File: src/rtl/boot_seq_pkg.sv
// Package: shared types and the divider-ratio decode for the boot sequencer.
// Assumes the strobe ratio never exceeds MAX_RATIO.
package boot_seq_pkg;

    localparam int MAX_RATIO = 32;

    typedef enum logic [1:0] {
        PH_ADDR_HI = 2'd0,
        PH_ADDR_LO = 2'd1,
        PH_DATA    = 2'd2
    } frame_ph_e;

    // Maps a speed code to its strobe period in master-clock cycles.
    function automatic int unsigned strobe_ratio(input logic [2:0] code);
        case (code)
            3'd1:    return 16;
            3'd2:    return 8;
            3'd3:    return 4;
            default: return MAX_RATIO;
        endcase
    endfunction

endpackage

File: src/rtl/boot_rst_hold.sv
// Reset hold: counts HOLD_CYC cycles after preset low or any mode change.
// Assumes mode_in is already synchronous to clk.
module boot_rst_hold #(
    parameter int HOLD_CYC = 3
) (
    input  logic clk,
    input  logic preset_n,
    input  logic mode_in,
    output logic hold_o,
    output logic clear_o
);
    localparam int CW = $clog2(HOLD_CYC + 1);

    logic [CW-1:0] cnt;
    logic          mode_q;
    logic          mode_edge;

    assign mode_edge = (mode_in != mode_q);
    assign hold_o    = (cnt != '0);
    assign clear_o   = !preset_n || mode_edge || hold_o;

    // Reload the counter on preset or mode edge, otherwise count down to zero.
    always_ff @(posedge clk) begin
        if (!preset_n) begin
            cnt    <= CW'(HOLD_CYC);
            mode_q <= mode_in;
        end else if (mode_edge) begin
            cnt    <= CW'(HOLD_CYC);
            mode_q <= mode_in;
        end else if (hold_o) begin
            cnt    <= cnt - 1'b1;
        end
    end

endmodule

File: src/rtl/boot_strobe_div.sv
// Strobe divider: makes a 50% duty read strobe and a one-cycle capture pulse
// at the end of its high half. Assumes every ratio is even and at most 2**CNT_W.
module boot_strobe_div
    import boot_seq_pkg::*;
#(
    parameter int CNT_W = $clog2(MAX_RATIO)
) (
    input  logic       clk,
    input  logic       clear,
    input  logic       enable,
    input  logic [2:0] speed_sel,
    output logic       strobe_o,
    output logic       take_o
);
    localparam int RW = CNT_W + 1;

    logic [RW-1:0]    ratio;
    logic [RW-1:0]    half;
    logic [CNT_W-1:0] cnt;
    logic [RW-1:0]    cnt_x;

    assign ratio = RW'(strobe_ratio(speed_sel));
    assign half  = ratio >> 1;
    assign cnt_x = {1'b0, cnt};

    // Phase counter wraps at the selected ratio and idles at zero when disabled.
    always_ff @(posedge clk) begin
        if (clear || !enable) begin
            cnt <= '0;
        end else if (cnt_x >= ratio - 1'b1) begin
            cnt <= '0;
        end else begin
            cnt <= cnt + 1'b1;
        end
    end

    assign strobe_o = enable && (cnt_x < half);
    assign take_o   = enable && (cnt_x == half - 1'b1);

endmodule

File: src/rtl/boot_byte_framer.sv
// Byte framer: assembles high/low/data records, issues a write pulse per record
// and flags completion on the all-ones address. Assumes take is a single pulse.
module boot_byte_framer
    import boot_seq_pkg::*;
#(
    parameter int DATA_W = 8
) (
    input  logic                  clk,
    input  logic                  clear,
    input  logic                  take,
    input  logic [DATA_W-1:0]     din,
    output logic                  cfg_we,
    output logic [2*DATA_W-1:0]   cfg_addr,
    output logic [DATA_W-1:0]     cfg_data,
    output logic                  done
);
    localparam int AW = 2 * DATA_W;
    localparam logic [AW-1:0] END_ADDR = '1;

    frame_ph_e       ph;
    logic [DATA_W-1:0] hi_q;
    logic [AW-1:0]     addr_nxt;

    assign addr_nxt = {hi_q, din};

    // Step through the record fields and emit writes or the done flag.
    always_ff @(posedge clk) begin
        if (clear) begin
            ph       <= PH_ADDR_HI;
            hi_q     <= '0;
            cfg_we   <= 1'b0;
            cfg_addr <= '0;
            cfg_data <= '0;
            done     <= 1'b0;
        end else begin
            cfg_we <= 1'b0;
            if (take && !done) begin
                case (ph)
                    PH_ADDR_HI: begin
                        hi_q <= din;
                        ph   <= PH_ADDR_LO;
                    end
                    PH_ADDR_LO: begin
                        cfg_addr <= addr_nxt;
                        if (addr_nxt == END_ADDR) begin
                            done <= 1'b1;
                            ph   <= PH_ADDR_HI;
                        end else begin
                            ph   <= PH_DATA;
                        end
                    end
                    PH_DATA: begin
                        cfg_we   <= 1'b1;
                        cfg_data <= din;
                        ph       <= PH_ADDR_HI;
                    end
                    default: ph <= PH_ADDR_HI;
                endcase
            end
        end
    end

endmodule

File: src/rtl/boot_loader_seq.sv
// Top: boot download and reset sequencer. Combines the reset hold, the
// automatic strobe divider, the manual ready handshake and the record framer.
// Assumes all inputs are synchronous to clk.
module boot_loader_seq
    import boot_seq_pkg::*;
#(
    parameter int  DATA_W   = 8,
    parameter int  HOLD_CYC = 3,
    localparam int ADDR_W   = 2 * DATA_W
) (
    input  logic              clk,
    input  logic              preset_n,
    input  logic              offline,
    input  logic              auto_boot,
    input  logic [2:0]        speed_sel,
    input  logic [DATA_W-1:0] boot_din,
    input  logic              host_rd,
    output logic              host_ready,
    output logic              mem_rd,
    output logic              core_rst,
    output logic              cfg_we,
    output logic [ADDR_W-1:0] cfg_addr,
    output logic [DATA_W-1:0] cfg_data,
    output logic              dl_done
);
    logic hold;
    logic clear;
    logic auto_en;
    logic auto_take;
    logic man_take;
    logic take;
    logic ready_q;

    boot_rst_hold #(.HOLD_CYC(HOLD_CYC)) u_hold (
        .clk      (clk),
        .preset_n (preset_n),
        .mode_in  (offline),
        .hold_o   (hold),
        .clear_o  (clear)
    );

    assign auto_en  = offline && auto_boot && !dl_done && !hold;
    assign man_take = offline && !auto_boot && !dl_done && !hold
                      && host_rd && !ready_q;

    boot_strobe_div u_div (
        .clk       (clk),
        .clear     (clear),
        .enable    (auto_en),
        .speed_sel (speed_sel),
        .strobe_o  (mem_rd),
        .take_o    (auto_take)
    );

    // Four-phase ready: set on a stored byte, cleared once read is withdrawn.
    always_ff @(posedge clk) begin
        if (clear) begin
            ready_q <= 1'b0;
        end else if (!host_rd) begin
            ready_q <= 1'b0;
        end else if (man_take) begin
            ready_q <= 1'b1;
        end
    end

    assign take = auto_take || man_take;

    boot_byte_framer #(.DATA_W(DATA_W)) u_frame (
        .clk      (clk),
        .clear    (clear),
        .take     (take),
        .din      (boot_din),
        .cfg_we   (cfg_we),
        .cfg_addr (cfg_addr),
        .cfg_data (cfg_data),
        .done     (dl_done)
    );

    assign host_ready = ready_q;
    assign core_rst   = hold;

endmodule

File: config.mk
export PLATFORM = sky130hd
export DESIGN_NAME = boot_loader_seq
export DESIGN_NICKNAME = d
export VERILOG_FILES = /design/src/rtl/boot_seq_pkg.sv /design/src/rtl/boot_rst_hold.sv /design/src/rtl/boot_strobe_div.sv /design/src/rtl/boot_byte_framer.sv /design/src/rtl/boot_loader_seq.sv
export SDC_FILE = /design/constraint.sdc
export NUM_CORES = 1
export LEC_CHECK = 0
export BUFFER_PORTS_ARGS = -buffer_cell sky130_fd_sc_hd__buf_2
export CAP_MARGIN = 20
export CORE_UTILIZATION = 25
export DETAILED_ROUTE_END_ITERATION = 10
export PLACE_DENSITY = 0.44
export RECOVER_POWER = 25
export SYNTH_ARGS = -nofsm -noshare
export SYNTH_HDL_FRONTEND = slang
export SYNTH_SLANG_ARGS = --single-unit
File: constraint.sdc
create_clock -name clk -period 5.8 [get_ports clk]
set_clock_uncertainty 0.2 [all_clocks]
set_input_delay 0 -clock clk [delete_from_list [all_inputs] [get_ports clk]]
set_output_delay 0 -clock clk [all_outputs]
set_load 0.01 [all_outputs]
# --- Word level (Yosys, flattened, before mapping) ---
# Index checks and enable logic that the tools add are counted.
word_totals:
  reg_bits: 45
  wordCells: 65
classes:
  add_sub_neg: 4
  n_lt_le_gt_ge: 2
  n_eq_ne: 9
  muxes: 6
  n_bitwise: 3
  reduce_logical: 31
ops:
  columns: ["operator", "n"]
  rows:
  - ["$pmux 6 s3", 1]
  - ["$eq 16x16->1 const B", 1]
  - ["$logic_and 1x1->1", 11]
  - ["$reduce_or 2->1", 4]
  - ["$eq 3x2->1 const B", 2]
  - ["$eq 5x6->1", 1]
  - ["$ge 5x6->1", 1]
  - ["$logic_not 1->1", 6]
  - ["$reduce_and 2->1", 3]
  - ["$sub 5x1->6 const B", 1]
  - ["$sub 6x1->6 const B", 1]
  - ["$add 5x1->5 const B", 1]
  - ["$lt 5x5->1", 1]
  - ["$logic_or 1x1->1", 4]
  - ["$pmux 2 s2", 1]
  - ["$eq 3x1->1 const B", 1]
  - ["$mux 1", 3]
  - ["$not 1->1", 3]
  - ["$reduce_and 3->1", 1]
  - ["$eq 2x1->1 const B", 1]
  - ["$eq 2x2->1 const B", 1]
  - ["$logic_not 2->1", 1]
  - ["$mux 2", 1]
  - ["$ne 2x1->1 const B", 1]
  - ["3 further kinds", 3]

# --- Depth between registers and ports, before layout ---
depth:
  ltp_word: 10
  mapped_depth: 8

# --- Modules after synthesis ---
# From an unflattened synthesis, not the netlist that was laid out.
hier_totals:
  cells_unflattened: 240
  hier_area_um2: 2078.2
by_module_without_submodules:
  columns: ["mod", "n_inst", "cells_each", "area_per_inst_um2", "seq_area_each_um2"]
  rows:
  - ["boot_byte_framer", 1, 163, 1338.8, 720.7]
  - ["boot_strobe_div", 1, 54, 508.0, 100.1]
  - ["boot_rst_hold", 1, 15, 152.6, 70.1]
  - ["boot_loader_seq", 1, 8, 78.8, 20.0]

# --- Least setup slack after synthesis ---
# OpenSTA, ideal clock, no wires.
synth_timing:
  kind: "input -> register"
  startpoint: "input speed_sel[2]"
  endpoint: "register u_frame.cfg_addr[10]"
  arrival_time_ns: 2.042
  required_time_ns: 5.528
  setup_slack_ns: 3.487
  stages: 7
  n_path_buf: 0
  cell_sequence: "or3b_2 -> ha_1 -> xor2_1 -> nand3b_1 -> a2111o_1 -> a21oi_4 -> mux2i_1"
synth_via:
  elab_chain_len: 8
  elab_cells_between_ends: 10
  classes_between: "1 x add/sub; 4 x eq/ne; 1 x mux; 4 x reduce/logical"
synth_lines:
  columns: ["item", "line", "rtl"]
  rows:
  - ["from (decl)", "boot_loader_seq.sv:15", "input logic [2:0] speed_sel,"]
  - ["$eq 3x2->1 / $eq 3x1->1 (equally long branches)", "boot_seq_pkg.sv:15", "case (code)"]
  - ["$pmux 6 s3 *", "boot_seq_pkg.sv:15", null]
  - ["$sub 5x1->6 *", "boot_strobe_div.sv:38", "assign take_o = enable && (cnt_x == half - 1'b1);"]
  - ["$eq 5x6->1 *", "boot_strobe_div.sv:38", null]
  - ["$logic_and 1x1->1 *", "boot_strobe_div.sv:38", null]
  - ["$logic_or 1x1->1 *", "boot_loader_seq.sv:66", "assign take = auto_take || man_take;"]
  - ["$logic_and 1x1->1 *", "boot_byte_framer.sv:37", "if (take && !done) begin"]
  - ["$reduce_and 2->1 (no line) *", null, null]
  - ["to (signal assigned)", "boot_byte_framer.sv:44", "cfg_addr <= addr_nxt;"]
  - ["to (decl)", "boot_byte_framer.sv:13", "output logic [2*DATA_W-1:0] cfg_addr,"]
# Mark *: on every way between the ends. The rest lies on a longest branch, timed or not.
# A chain may end at the register's enable or synchronous reset.

# --- Worst setup path in the final report ---
layout_timing:
  startpoint: "register u_hold.cnt[0]"
  endpoint: "register u_frame.cfg_data[5]"
layout_via:
  elab_chain_len: 8
  elab_cells_between_ends: 11
  classes_between: "11 x reduce/logical"
layout_lines:
  columns: ["item", "line", "rtl"]
  rows:
  - ["from (decl)", "boot_rst_hold.sv:14", "logic [CW-1:0] cnt;"]
  - ["from (signal assigned)", "boot_rst_hold.sv:25", "cnt <= CW'(HOLD_CYC);"]
  - ["from (signal assigned)", "boot_rst_hold.sv:28", "cnt <= CW'(HOLD_CYC);"]
  - ["from (signal assigned)", "boot_rst_hold.sv:31", "cnt <= cnt - 1'b1;"]
  - ["$reduce_bool 2->1 *", "boot_rst_hold.sv:19", "assign hold_o = (cnt != '0);"]
  - ["$logic_not 1->1", "boot_loader_seq.sv:42, boot_loader_seq.sv:43", null]
  - ["$logic_and 1x1->1", "boot_loader_seq.sv:43", "assign man_take = offline && !auto_boot && !dl_done && !hold"]
  - ["$logic_and 1x1->1 (2 in series)", "boot_loader_seq.sv:44", "&& host_rd && !ready_q;"]
  - ["$logic_or 1x1->1", "boot_loader_seq.sv:66", null]
  - ["$logic_and 1x1->1", "boot_byte_framer.sv:37", null]
  - ["$reduce_and 2->1 (no line)", null, null]
  - ["to (signal assigned)", "boot_byte_framer.sv:54", "cfg_data <= din;"]
  - ["to (decl)", "boot_byte_framer.sv:14", "output logic [DATA_W-1:0] cfg_data,"]
# Marks and branches as above.

==> results.py <==
metrics = {
    "outcome": {
        "status": "complete, no violations",
    },
    "detailed_routing": {
        "drt.antenna.violating_nets": 0,
        "drtIter0Drc": 74,
        "wl_per_cell_um": 12.0,
        "firstDrtPassIters": 4,
        "avgViaCountPerCell": 4.30,
        "routed_wl_um": 4480,
        "drc": 0,
        "vias": 1604,
    },
    "yosys": {
        "syn_nets": 238,
        "avgSynthCellArea_um2": 9.63,
        "synth-main-ff-cell": "dfxtp_1",
        "ys_seq_area_share_pct": 44.6,
        "synthCells": 212,
        "synthArstFlopShare_pct": 0,
        "synthDistinctLibCells": 38,
        "synth_area_um2": 2040,
        "yosys_register_bits": 45,
        "yosysWarnings": 0,
        "synth-edff-count": 1,
    },
    "worst_setup_path": {
        "crit_arrival_ps": 2490,
        "crit_required_ps": 5830,
        "path_max_fanout": 8,
        "critical_path_class": "reg2reg",
        "cp-end-kind": "flop",
        "critPathLaunchType": "flop",
    },
    "timing": {
        "finalSetupTns_ps": 0,
        "layout_min_cycle_time_ps": 2460,
        "finalSetupViolCount": 0,
        "worst_pin_slew_ps": 583,
        "hold_slack_ps": 129,
        "fmax_mhz": 406,
        "period_share_pct": 42.5,
        "grt_setup_unrepaired": "no",
        "slew_headroom_pct": 60.2,
        "final_hold_viol_count": 0,
        "slew_viol_final": 0,
    },
    "finish": {
        "diodes": 0,
        "final_nets": 297,
        "layout-drive-gt1-share_pct": 14.8,
        "area_delta_synth_final_pct": 26.0,
    },
    "place": {
        "hpwlAfterDp_um": 3300,
        "place_congestion": 0.678,
        "io_buffers": 44,
    },
    "die": {
        "core_um2": 7810,
        "die_height_um": 92.4,
        "start_util_pct": 26.1,
        "row_count": 32,
        "ioPinCount": 45,
        "dieArea_um2": 8530,
        "die_w_um": 92.4,
    },
    "pwr": {
        "powerDensity_nw_per_um2": 216,
        "ir_drop_uv": 91.1,
        "leakage_nw": 1.07,
    },
    "clock_tree": {
        "path_clk_slew_ps": 80,
        "clk_path_buf_depth": 2,
        "cts_tree": "yes",
        "insertion_delay_ps": 290,
        "cts_root_buf": "clkbuf_8",
        "ctsResizeCount": 0,
        "cts_sinks": 45,
        "ctsHtreeMaxLevel": 2,
        "cts_made_buffers": 5,
    },
    "global_routing": {
        "grt_start_max_net_pins": 44,
        "antenna_found_initial": 0,
        "gr-total-overflow": 0,
        "grt_first_pass_wirelength_um": 7530,
        "grt_pass1_vias": 1553,
        "grt_util_all_layers_pct": 11.1,
    },
    "min_path": {
        "min_path_type": "in2reg",
    },
    "flow_run": {
        "maxCapViolCount": 0,
    },
}
## per-stage QoR
stage / utilization, % / power [W] / area (um2) / std cells / worst slack, ps
detailed placement: 30.3 / 0.000344 / 2370 / 353 / 2970
floorplan: - / 0.000334 / 2040 / 212 / 3490
CTS: 33.1 / 0.000565 / 2590 / 372 / 3250
finish: 32.9 / 0.000555 / 2570 / 373 / 3340
global route: 32.9 / 0.000578 / 2570 / 373 / 3040
global placement: 30.3 / 0.000344 / 2370 / 353 / 3010
## cells by family (layout without fill, tap and decap cells)
kind of cell	count (synthesis)	in the layout	share of synthesized area, %
AND/OR/NAND/NOR	82	82	19.1
multiplexers	33	33	16.2
adder cells (fa/ha/maj)	10	10	6.13
AO/OA/AOI/OAI	20	20	7.73
flip-flops	45	45	44.6
buffers and inverters	15	74	3.19
XOR/XNOR	7	7	3.00
## cells in the mapped netlist (2+ instances only)
cell type / number / share of area, %
a21o_1: 3 / 1.1
a21oi_1: 2 / 0.49
a21oi_4: 2 / 1.6
and3b_1: 2 / 0.86
clkbuf_1: 4 / 0.74
dfxtp_1: 44 / 43
ha_1: 10 / 6.1
inv_1: 8 / 1.5
mux2i_1: 33 / 16
nand2_1: 44 / 8.1
nand2b_1: 7 / 2.1
nand3_1: 3 / 0.74
nand3b_1: 2 / 0.74
nand4_1: 5 / 1.5
nand4b_1: 2 / 0.86
nor2_1: 10 / 1.8
o21ai_0: 4 / 0.98
o21ai_1: 2 / 0.49
xnor2_1: 3 / 1.3
xor2_1: 4 / 1.7
## path summary, 6_finish.rpt
kind	depth (start not counted)	endpoint	from	slack, ps
hold reg to reg	2	u_frame.cfg_addr[9]$_SDFFE_PP0P_	u_frame.cfg_addr[9]$_SDFFE_PP0P_	260
setup / recovery	7	u_frame.cfg_data[5]$_SDFFE_PP0P_	u_hold.cnt[0]$_SDFFE_PP1P_	3340
setup reg to reg	7	u_frame.cfg_data[5]$_SDFFE_PP0P_	u_hold.cnt[0]$_SDFFE_PP1P_	3340
hold / removal	5	u_frame.cfg_we$_SDFF_PP0_	auto_boot	130
## cell usage in the layout, fill, tap and decap left out, drive strengths merged, types with 2 or more instances in the layout
master	count
clkbuf	24
o21ai	6
nand4	5
ha	10
nand2	44
xor2	4
a21o	3
buf	28
inv	9
nand4b	2
nor2	10
dlygate4sd3	12
xnor2	3
and3b	2
nand3	3
nand2b	7
nand3b	2
mux2i	33
dfxtp	44
a21oi	4
## per-layer routing
metal  GRT usage [%]  up-vias  share of wire (%)  routed length (um)
met1            15.3      712                 51                2280
met2            17.1       37                 43                1920
li1                -      850                  -                   -
met3            3.12        5                4.9                 219
met5               0        -                  0                   0
met4            2.73        0                1.1                  49
## registers in the layout, indices dropped and copies added (netlist names)
name / cells
u_frame.cfg_addr: 16
u_frame.done: 1
u_frame.cfg_data: 8
u_frame.cfg_we: 1
u_hold.mode_q: 1
host_ready: 1
u_frame.ph: 2
u_frame.hi_q: 8
u_div.cnt: 5
u_hold.cnt: 2
## area by class of cell
class	instances	area, um2
Fill cell	857	5240
Tap cell	102	128
Timing Repair Buffer	58	333
Inverter	9	33.8
Sequential cell	45	911
Clock buffer	6	93.8
Multi-Input combinational cell	152	1070
Clock inverter	1	5.00
## where the power goes
part	leakage (nW)	switching [W]	internal (W)	total (W)
Sequential	0.365	0.000000785	0.000312	0.000312
Combinational	0.650	0.0000137	0.0000162	0.0000299
Clock	0.0522	0.000104	0.000108	0.000212
Total	1.07	0.000119	0.000436	0.000555
## what timing repair did
action                     in CTS  in global routing
setup endpoints to repair       0                  0
hold buffers                   12                  0
hold endpoints to repair       29                  0
setup buffers                   0                  0
## critical path, stage by stage, from the launching register on
cell,delay [ps]
dfxtp_1,320
inv_1,50
ha_1,230
inv_2,90
nor4b_1,450
nand3b_1,340
a21oi_4,470
mux2i_1,230
Power figures use the tool's default switching activity.
